--- src/rtl/fetch_pkg.sv ---
package fetch_pkg;
  typedef enum logic [1:0] {
    SEL_SEQ    = 2'd0,
    SEL_BRANCH = 2'd1,
    SEL_JUMP   = 2'd2
  } nxt_sel_e;
endpackage

--- src/rtl/fetch_pc_reg.sv ---
module fetch_pc_reg #(
  parameter int PC_W = 30
) (
  input  logic            clk_i,
  input  logic            rst_ni,
  input  logic [PC_W-1:0] pc_d_i,
  output logic [PC_W-1:0] pc_q_o
);
  always_ff @(posedge clk_i or negedge rst_ni) begin
    if (!rst_ni) pc_q_o <= '0;
    else         pc_q_o <= pc_d_i;
  end
endmodule

--- src/rtl/fetch_incr.sv ---
module fetch_incr #(
  parameter int PC_W = 30
) (
  input  logic [PC_W-1:0] pc_i,
  output logic [PC_W-1:0] pc_inc_o
);
  // dedicated +1 adder, wraps modulo 2**PC_W
  assign pc_inc_o = pc_i + PC_W'(1);
endmodule

--- src/rtl/fetch_target_gen.sv ---
module fetch_target_gen #(
  parameter int PC_W     = 30,
  parameter int IMM_W    = 16,
  parameter int JFIELD_W = 26
) (
  input  logic [PC_W-1:0]     pc_inc_i,
  input  logic [IMM_W-1:0]    imm_i,
  input  logic [JFIELD_W-1:0] jfield_i,
  output logic [PC_W-1:0]     br_tgt_o,
  output logic [PC_W-1:0]     jmp_tgt_o
);
  localparam int EXT_W = PC_W - IMM_W;
  localparam int REG_W = PC_W - JFIELD_W;

  logic [PC_W-1:0] offset;

  generate
    if (EXT_W > 0) begin : g_sext
      assign offset = {{EXT_W{imm_i[IMM_W-1]}}, imm_i};
    end else begin : g_trunc
      assign offset = imm_i[PC_W-1:0];
    end
  endgenerate

  // word-granular offset: no shift
  assign br_tgt_o = pc_inc_i + offset;

  generate
    if (REG_W > 0) begin : g_region
      assign jmp_tgt_o = {pc_inc_i[PC_W-1 -: REG_W], jfield_i};
    end else begin : g_flat
      assign jmp_tgt_o = jfield_i[PC_W-1:0];
    end
  endgenerate
endmodule

--- src/rtl/fetch_field_split.sv ---
module fetch_field_split #(
  parameter int INSTR_W  = 32,
  parameter int IMM_W    = 16,
  parameter int JFIELD_W = 26
) (
  input  logic [INSTR_W-1:0]  instr_i,
  output logic [INSTR_W-1:0]  instr_o,
  output logic [IMM_W-1:0]    imm_o,
  output logic [JFIELD_W-1:0] jfield_o
);
  assign instr_o  = instr_i;
  assign imm_o    = instr_i[IMM_W-1:0];
  assign jfield_o = instr_i[JFIELD_W-1:0];
endmodule

--- src/rtl/fetch_unit.sv ---
module fetch_unit
  import fetch_pkg::*;
#(
  parameter int ADDR_W   = 32,
  parameter int INSTR_W  = 32,
  parameter int IMM_W    = 16,
  parameter int JFIELD_W = 26
) (
  input  logic                clk_i,
  input  logic                rst_ni,
  input  logic                branch_i,
  input  logic                zero_i,
  input  logic                jump_i,
  input  logic [INSTR_W-1:0]  imem_rdata_i,
  output logic [ADDR_W-1:0]   imem_addr_o,
  output logic [INSTR_W-1:0]  instr_o,
  output logic [IMM_W-1:0]    imm_o,
  output logic [JFIELD_W-1:0] jfield_o
);
  localparam int PC_W = ADDR_W - 2;

  logic [PC_W-1:0] pc_q, pc_d, pc_inc, br_tgt, jmp_tgt;
  nxt_sel_e        sel;

  fetch_pc_reg #(.PC_W(PC_W)) u_pc_reg (
    .clk_i  (clk_i),
    .rst_ni (rst_ni),
    .pc_d_i (pc_d),
    .pc_q_o (pc_q)
  );

  fetch_incr #(.PC_W(PC_W)) u_incr (
    .pc_i     (pc_q),
    .pc_inc_o (pc_inc)
  );

  fetch_field_split #(
    .INSTR_W (INSTR_W),
    .IMM_W   (IMM_W),
    .JFIELD_W(JFIELD_W)
  ) u_split (
    .instr_i (imem_rdata_i),
    .instr_o (instr_o),
    .imm_o   (imm_o),
    .jfield_o(jfield_o)
  );

  fetch_target_gen #(
    .PC_W    (PC_W),
    .IMM_W   (IMM_W),
    .JFIELD_W(JFIELD_W)
  ) u_tgt (
    .pc_inc_i (pc_inc),
    .imm_i    (imm_o),
    .jfield_i (jfield_o),
    .br_tgt_o (br_tgt),
    .jmp_tgt_o(jmp_tgt)
  );

  // jump wins over branch
  always_comb begin
    if (jump_i)                 sel = SEL_JUMP;
    else if (branch_i && zero_i) sel = SEL_BRANCH;
    else                        sel = SEL_SEQ;
  end

  always_comb begin
    unique case (sel)
      SEL_JUMP:   pc_d = jmp_tgt;
      SEL_BRANCH: pc_d = br_tgt;
      default:    pc_d = pc_inc;
    endcase
  end

  assign imem_addr_o = {pc_q, 2'b00};
endmodule

--- config.mk ---
export PLATFORM = sky130hd
export DESIGN_NAME = fetch_unit
export DESIGN_NICKNAME = d
export VERILOG_FILES = /design/src/rtl/fetch_pkg.sv /design/src/rtl/fetch_pc_reg.sv /design/src/rtl/fetch_incr.sv /design/src/rtl/fetch_target_gen.sv /design/src/rtl/fetch_field_split.sv /design/src/rtl/fetch_unit.sv
export SDC_FILE = /design/constraint.sdc
export NUM_CORES = 1
export LEC_CHECK = 0
export BUFFER_PORTS_ARGS = -buffer_cell sky130_fd_sc_hd__buf_4
export CAP_MARGIN = 20
export CORE_UTILIZATION = 50
export CTS_BUF_LIST = sky130_fd_sc_hd__clkbuf_4 sky130_fd_sc_hd__clkbuf_8
export DETAILED_ROUTE_END_ITERATION = 10
export PLACE_DENSITY = 0.86
export SYNTH_ARGS = -nofsm -noshare
export SYNTH_HDL_FRONTEND = slang
export SYNTH_HIERARCHICAL = 1
export SYNTH_SLANG_ARGS = --single-unit
export TNS_END_PERCENT = 50
--- constraint.sdc ---
create_clock -name clk_i -period 3.3 [get_ports clk_i]
set_input_delay 0.33 -clock clk_i [delete_from_list [all_inputs] [get_ports clk_i]]
set_output_delay 0.33 -clock clk_i [all_outputs]
set_load 0.05 [all_outputs]
==> flow_metrics.py <==
metrics = {
    "timing": {
        "min_period_ns": 3.531,
        "slew_viol_final": 0,
        "hold_viol_final": 0,
        "setup_viol": 5,
        "holdWs_ns": 0.2935,
        "fin_crit_sh_pct": 107.0,
        "clock_skew_ns": 0.006407,
        "worstMarginPinSlew_ns": 0.9603,
        "fmax_mhz": 283.2,
        "worst_slack_ns": -0.2306,
        "relSlewSlack_pct": 35.98,
        "rsz0062_at_grt": "true",
    },
    "route": {
        "wl_per_cell_um": 17.02,
        "via_count": 4644,
        "ant_nets": 0,
        "drt-total-wl_um": 13750,
        "drt-initial-drc-count": 244,
        "vias_per_cell": 5.748,
        "first_pass_iters": 5,
        "drc": 0,
    },
    "synth": {
        "synth_edf_count": 0,
        "synthArstFlopShare_pct": 100.0,
        "ys_seq_area_share_pct": 14.99,
        "netlist_area_um2": 5007,
        "yosysWarningCount": 6,
        "syn_avg_cell_area_um2": 8.444,
        "syn_inst": 593,
        "synth_cell_types": 64,
        "synth-seq-cells": 30,
        "ys.flop_type": "dfrtp_1",
    },
    "critical_path": {
        "cp_data_arrival_time_ns": 3.67,
        "start_kind": "flop",
        "reg2regPathDepth": 17,
        "crit_cells": 17,
        "crit_path_cell_trace": "ha_4, nand3_4, nor4_4, buf_6, buf_6, nand4_1, xnor2_2, ha_4, buf_6, a21o_1, a21o_1, a21oi_2, o21ai_1, a32oi_1, xnor2_1, nand4b_1, o311ai_2",
        "slowest_stage": "dfrtp_2",
        "worstPathRequired_ns": 3.44,
        "cp-endpoint": "u_pc_reg/pc_q_o[28]",
        "cp-end-kind": "flop",
        "critical_path.max_stage_delay_ns": 0.40,
        "path_class": "reg -> reg",
        "crit_start": "u_pc_reg/pc_q_o[0]",
        "cp_max_fo": 5,
        "r2r_start": "u_pc_reg/pc_q_o[0]",
        "cp_num_buf_inv": 3,
        "path_delay_family": "compound AO/OA/AOI/OAI gates",
        "r2r_end": "u_pc_reg/pc_q_o[28]",
        "rrSetupSlack_ns": -0.23,
        "crit_top_cell": "buf_6",
    },
    "placement": {
        "dp_hpwl_um": 9595,
        "io_buffers": 128,
        "place_inst": 783,
        "place.gp.congestion": 0.9467,
    },
    "cts": {
        "clk_pin_slew_ns": 0.08,
        "worstSkewPairLatency_ns": 0.29,
        "cts_buffers": 5,
        "cts_tree": "built",
        "cts_buffer_depth": 2,
        "clock-sinks": 30,
        "cts_root_buf": "clkbuf_8",
        "htree_levels": 2,
    },
    "global_route": {
        "grt_max_degree": 91,
        "grt_pass1_wl_um": 20890,
        "antenna_found_initial": 0,
        "first_global_vias": 4397,
        "gr-total-overflow": 0,
        "gr-usage-all-layers_pct": 25.30,
    },
    "pwr": {
        "power_leakage_uw": 0.002830,
        "ir_drop_mv": 0.3383,
        "p_per_area_nw_per_um2": 489.3,
        "p_total_uw": 3085,
    },
    "die": {
        "initial_core_util_pct": 51.47,
        "die_h_um": 102.1,
        "die_w_um": 102.1,
        "rows": 36,
        "io_pins": 143,
        "design.core.area_um2": 9729,
        "die_area_um2": 10420,
    },
    "worst_hold_path": {
        "hold_path.class": "in -> reg",
    },
    "cells_and_area": {
        "drive_gt1_share_pct": 50.52,
        "top_regs": "u_pc_reg/pc_q_o: 30 flops",
        "num_antenna_cells": 0,
        "stdcell_count": 808,
        "nets": 742,
        "regMostFlops": "u_pc_reg/pc_q_o",
        "final_core_util_pct": 64.80,
        "largest_register_ffs": 30,
        "fill_cells": 791,
        "area_delta_synth_final_pct": 25.91,
    },
    "outcome": {
        "outcome": "complete, but fails checks",
        "violations": "negative setup slack",
    },
    "flow_run": {
        "drv_cap": 0,
    },
}
[worst reg2reg max path, delay by kind of cell (launching register included)]
family                     cells  cell delay, ns
adders and majority gates      2            0.41
DFF                            1            0.40
and+or+nand+nor                4            0.71
xor gates and xnor gates       2            0.41
buffers and inverters          3            0.44
AOI/OAI and AO/OA              6            1.01
[through the flow]
stage          instance area, um^2  setup TNS [ns]  setup slack [ns]
2_1_floorplan                 5107         -0.1700           -0.1412
3_3_place_gp                  5692         -0.3239           -0.1547
3_5_place_dp                  5692         -0.4754           -0.1285
4_1_cts                       5926        -0.05885          -0.03529
5_1_grt                       6305          -1.369           -0.2860
6_report                      6305         -0.3768           -0.2306
[worst min-delay path by stage]
| stage | from | slack, ns | to | depth (start not counted) |
|---|---|---|---|---|
| final | imem_rdata_i[22] | 0.29 | u_pc_reg/pc_q_o[22] | 3 |
| after global routing | imem_rdata_i[22] | 0.29 | u_pc_reg/pc_q_o[22] | 3 |
| after CTS | imem_rdata_i[22] | 0.29 | u_pc_reg/pc_q_o[22] | 3 |
| after detailed placement | rst_ni | 0.31 | u_pc_reg/pc_q_o[3] | 1 |
| after global placement | rst_ni | 0.30 | u_pc_reg/pc_q_o[3] | 1 |
| after floorplan | rst_ni | 0.03 | u_pc_reg/pc_q_o[0] | 0 |
[cells in the mapped netlist, types with 6 or more instances]
master    number  area, um^2
inv_1         44       165.2
o21ai_0       10       50.05
xor2_1        15       131.4
nand4_1       15       93.84
nand2_1       59       221.5
xnor2_1       40       350.3
nor3_1         9       45.04
buf_6          6       67.56
nand3_1       17       85.08
a21oi_1       23       115.1
clkbuf_1       7       26.28
nand4b_1      30       262.8
a21o_1        15       112.6
nor2_1        22       82.58
o311ai_2      30       488.0
dfrtp_1       30       750.7
ha_1          30       375.4
buf_4        106       795.8
buf_2         14       70.07
[repair_timing]
action / CTS / global route
hold buffers: 1 / 0
endpoints found under the setup margin: 8 / 12
pin swaps: 10 / 41
buffers inserted: 5 / 11
gates resized for setup: 15 / 54
endpoints found under the hold margin: 22 / 0
[power by group]
group | leakage, uW | internal (uW) | total, uW | switching (uW)
combinational | 0.00243 | 910 | 2210 | 1300
sequential | 0.000351 | 442 | 534 | 92.7
clock | 0.0000517 | 177 | 339 | 162
[cell usage in the layout, fill, tap and decap left out, drive strengths merged, types with 2 or more instances in the layout]
cell type | synthesis | layout
buf | 129 | 209
nand2 | 59 | 59
inv | 44 | 44
xnor2 | 40 | 40
o311ai | 33 | 33
nand4b | 30 | 30
dfrtp | 30 | 30
ha | 30 | 30
a21oi | 26 | 26
nor2 | 23 | 23
nand3 | 19 | 19
o21ai | 17 | 17
nand4 | 16 | 16
a21o | 15 | 15
xor2 | 15 | 15
nor3 | 9 | 9
clkbuf | 7 | 7
o21bai | 4 | 4
and3 | 4 | 4
a31oi | 4 | 4
o21a | 3 | 3
and2 | 3 | 3
nor2b | 3 | 3
conb | 1 | 2
nor4 | 2 | 2
nand2b | 2 | 2
and4 | 2 | 2
or2 | 2 | 2
a32oi | 2 | 2
a311oi | 2 | 2
a2111oi | 2 | 2
[area by class of cell]
class | instances | area, um^2 | area share, %
Timing Repair Buffer | 210 | 1594 | 25.28
Multi-Input combinational cell | 383 | 3516 | 55.76
Inverter | 44 | 165.2 | 2.620
Clock inverter | 1 | 5.005 | 0.07938
Sequential cell | 30 | 768.2 | 12.18
Clock buffer | 7 | 90.09 | 1.429
Tap cell | 133 | 166.4 | 2.639
[cells by family after synthesis]
kind of cell | after synthesis | synth area share [%]
flops | 30 | 14.99
buf+inv | 181 | 23.61
simple gates | 176 | 20.06
other cells | 1 | 0.07489
fa+ha+maj | 31 | 7.896
xor+xnor | 55 | 9.620
compound gates | 119 | 23.74
[layer usage]
metal  wire length (um)  vias to the layer above  global-route usage (%)
met2               7012                      223                   46.62
met1               5486                     2234                   30.12
met5                  0                        -                       0
met4                301                        0                   8.022
li1                   -                     2156                       -
met3                950                       31                   3.557
Note: power is estimated with default switching activity, not from simulation.
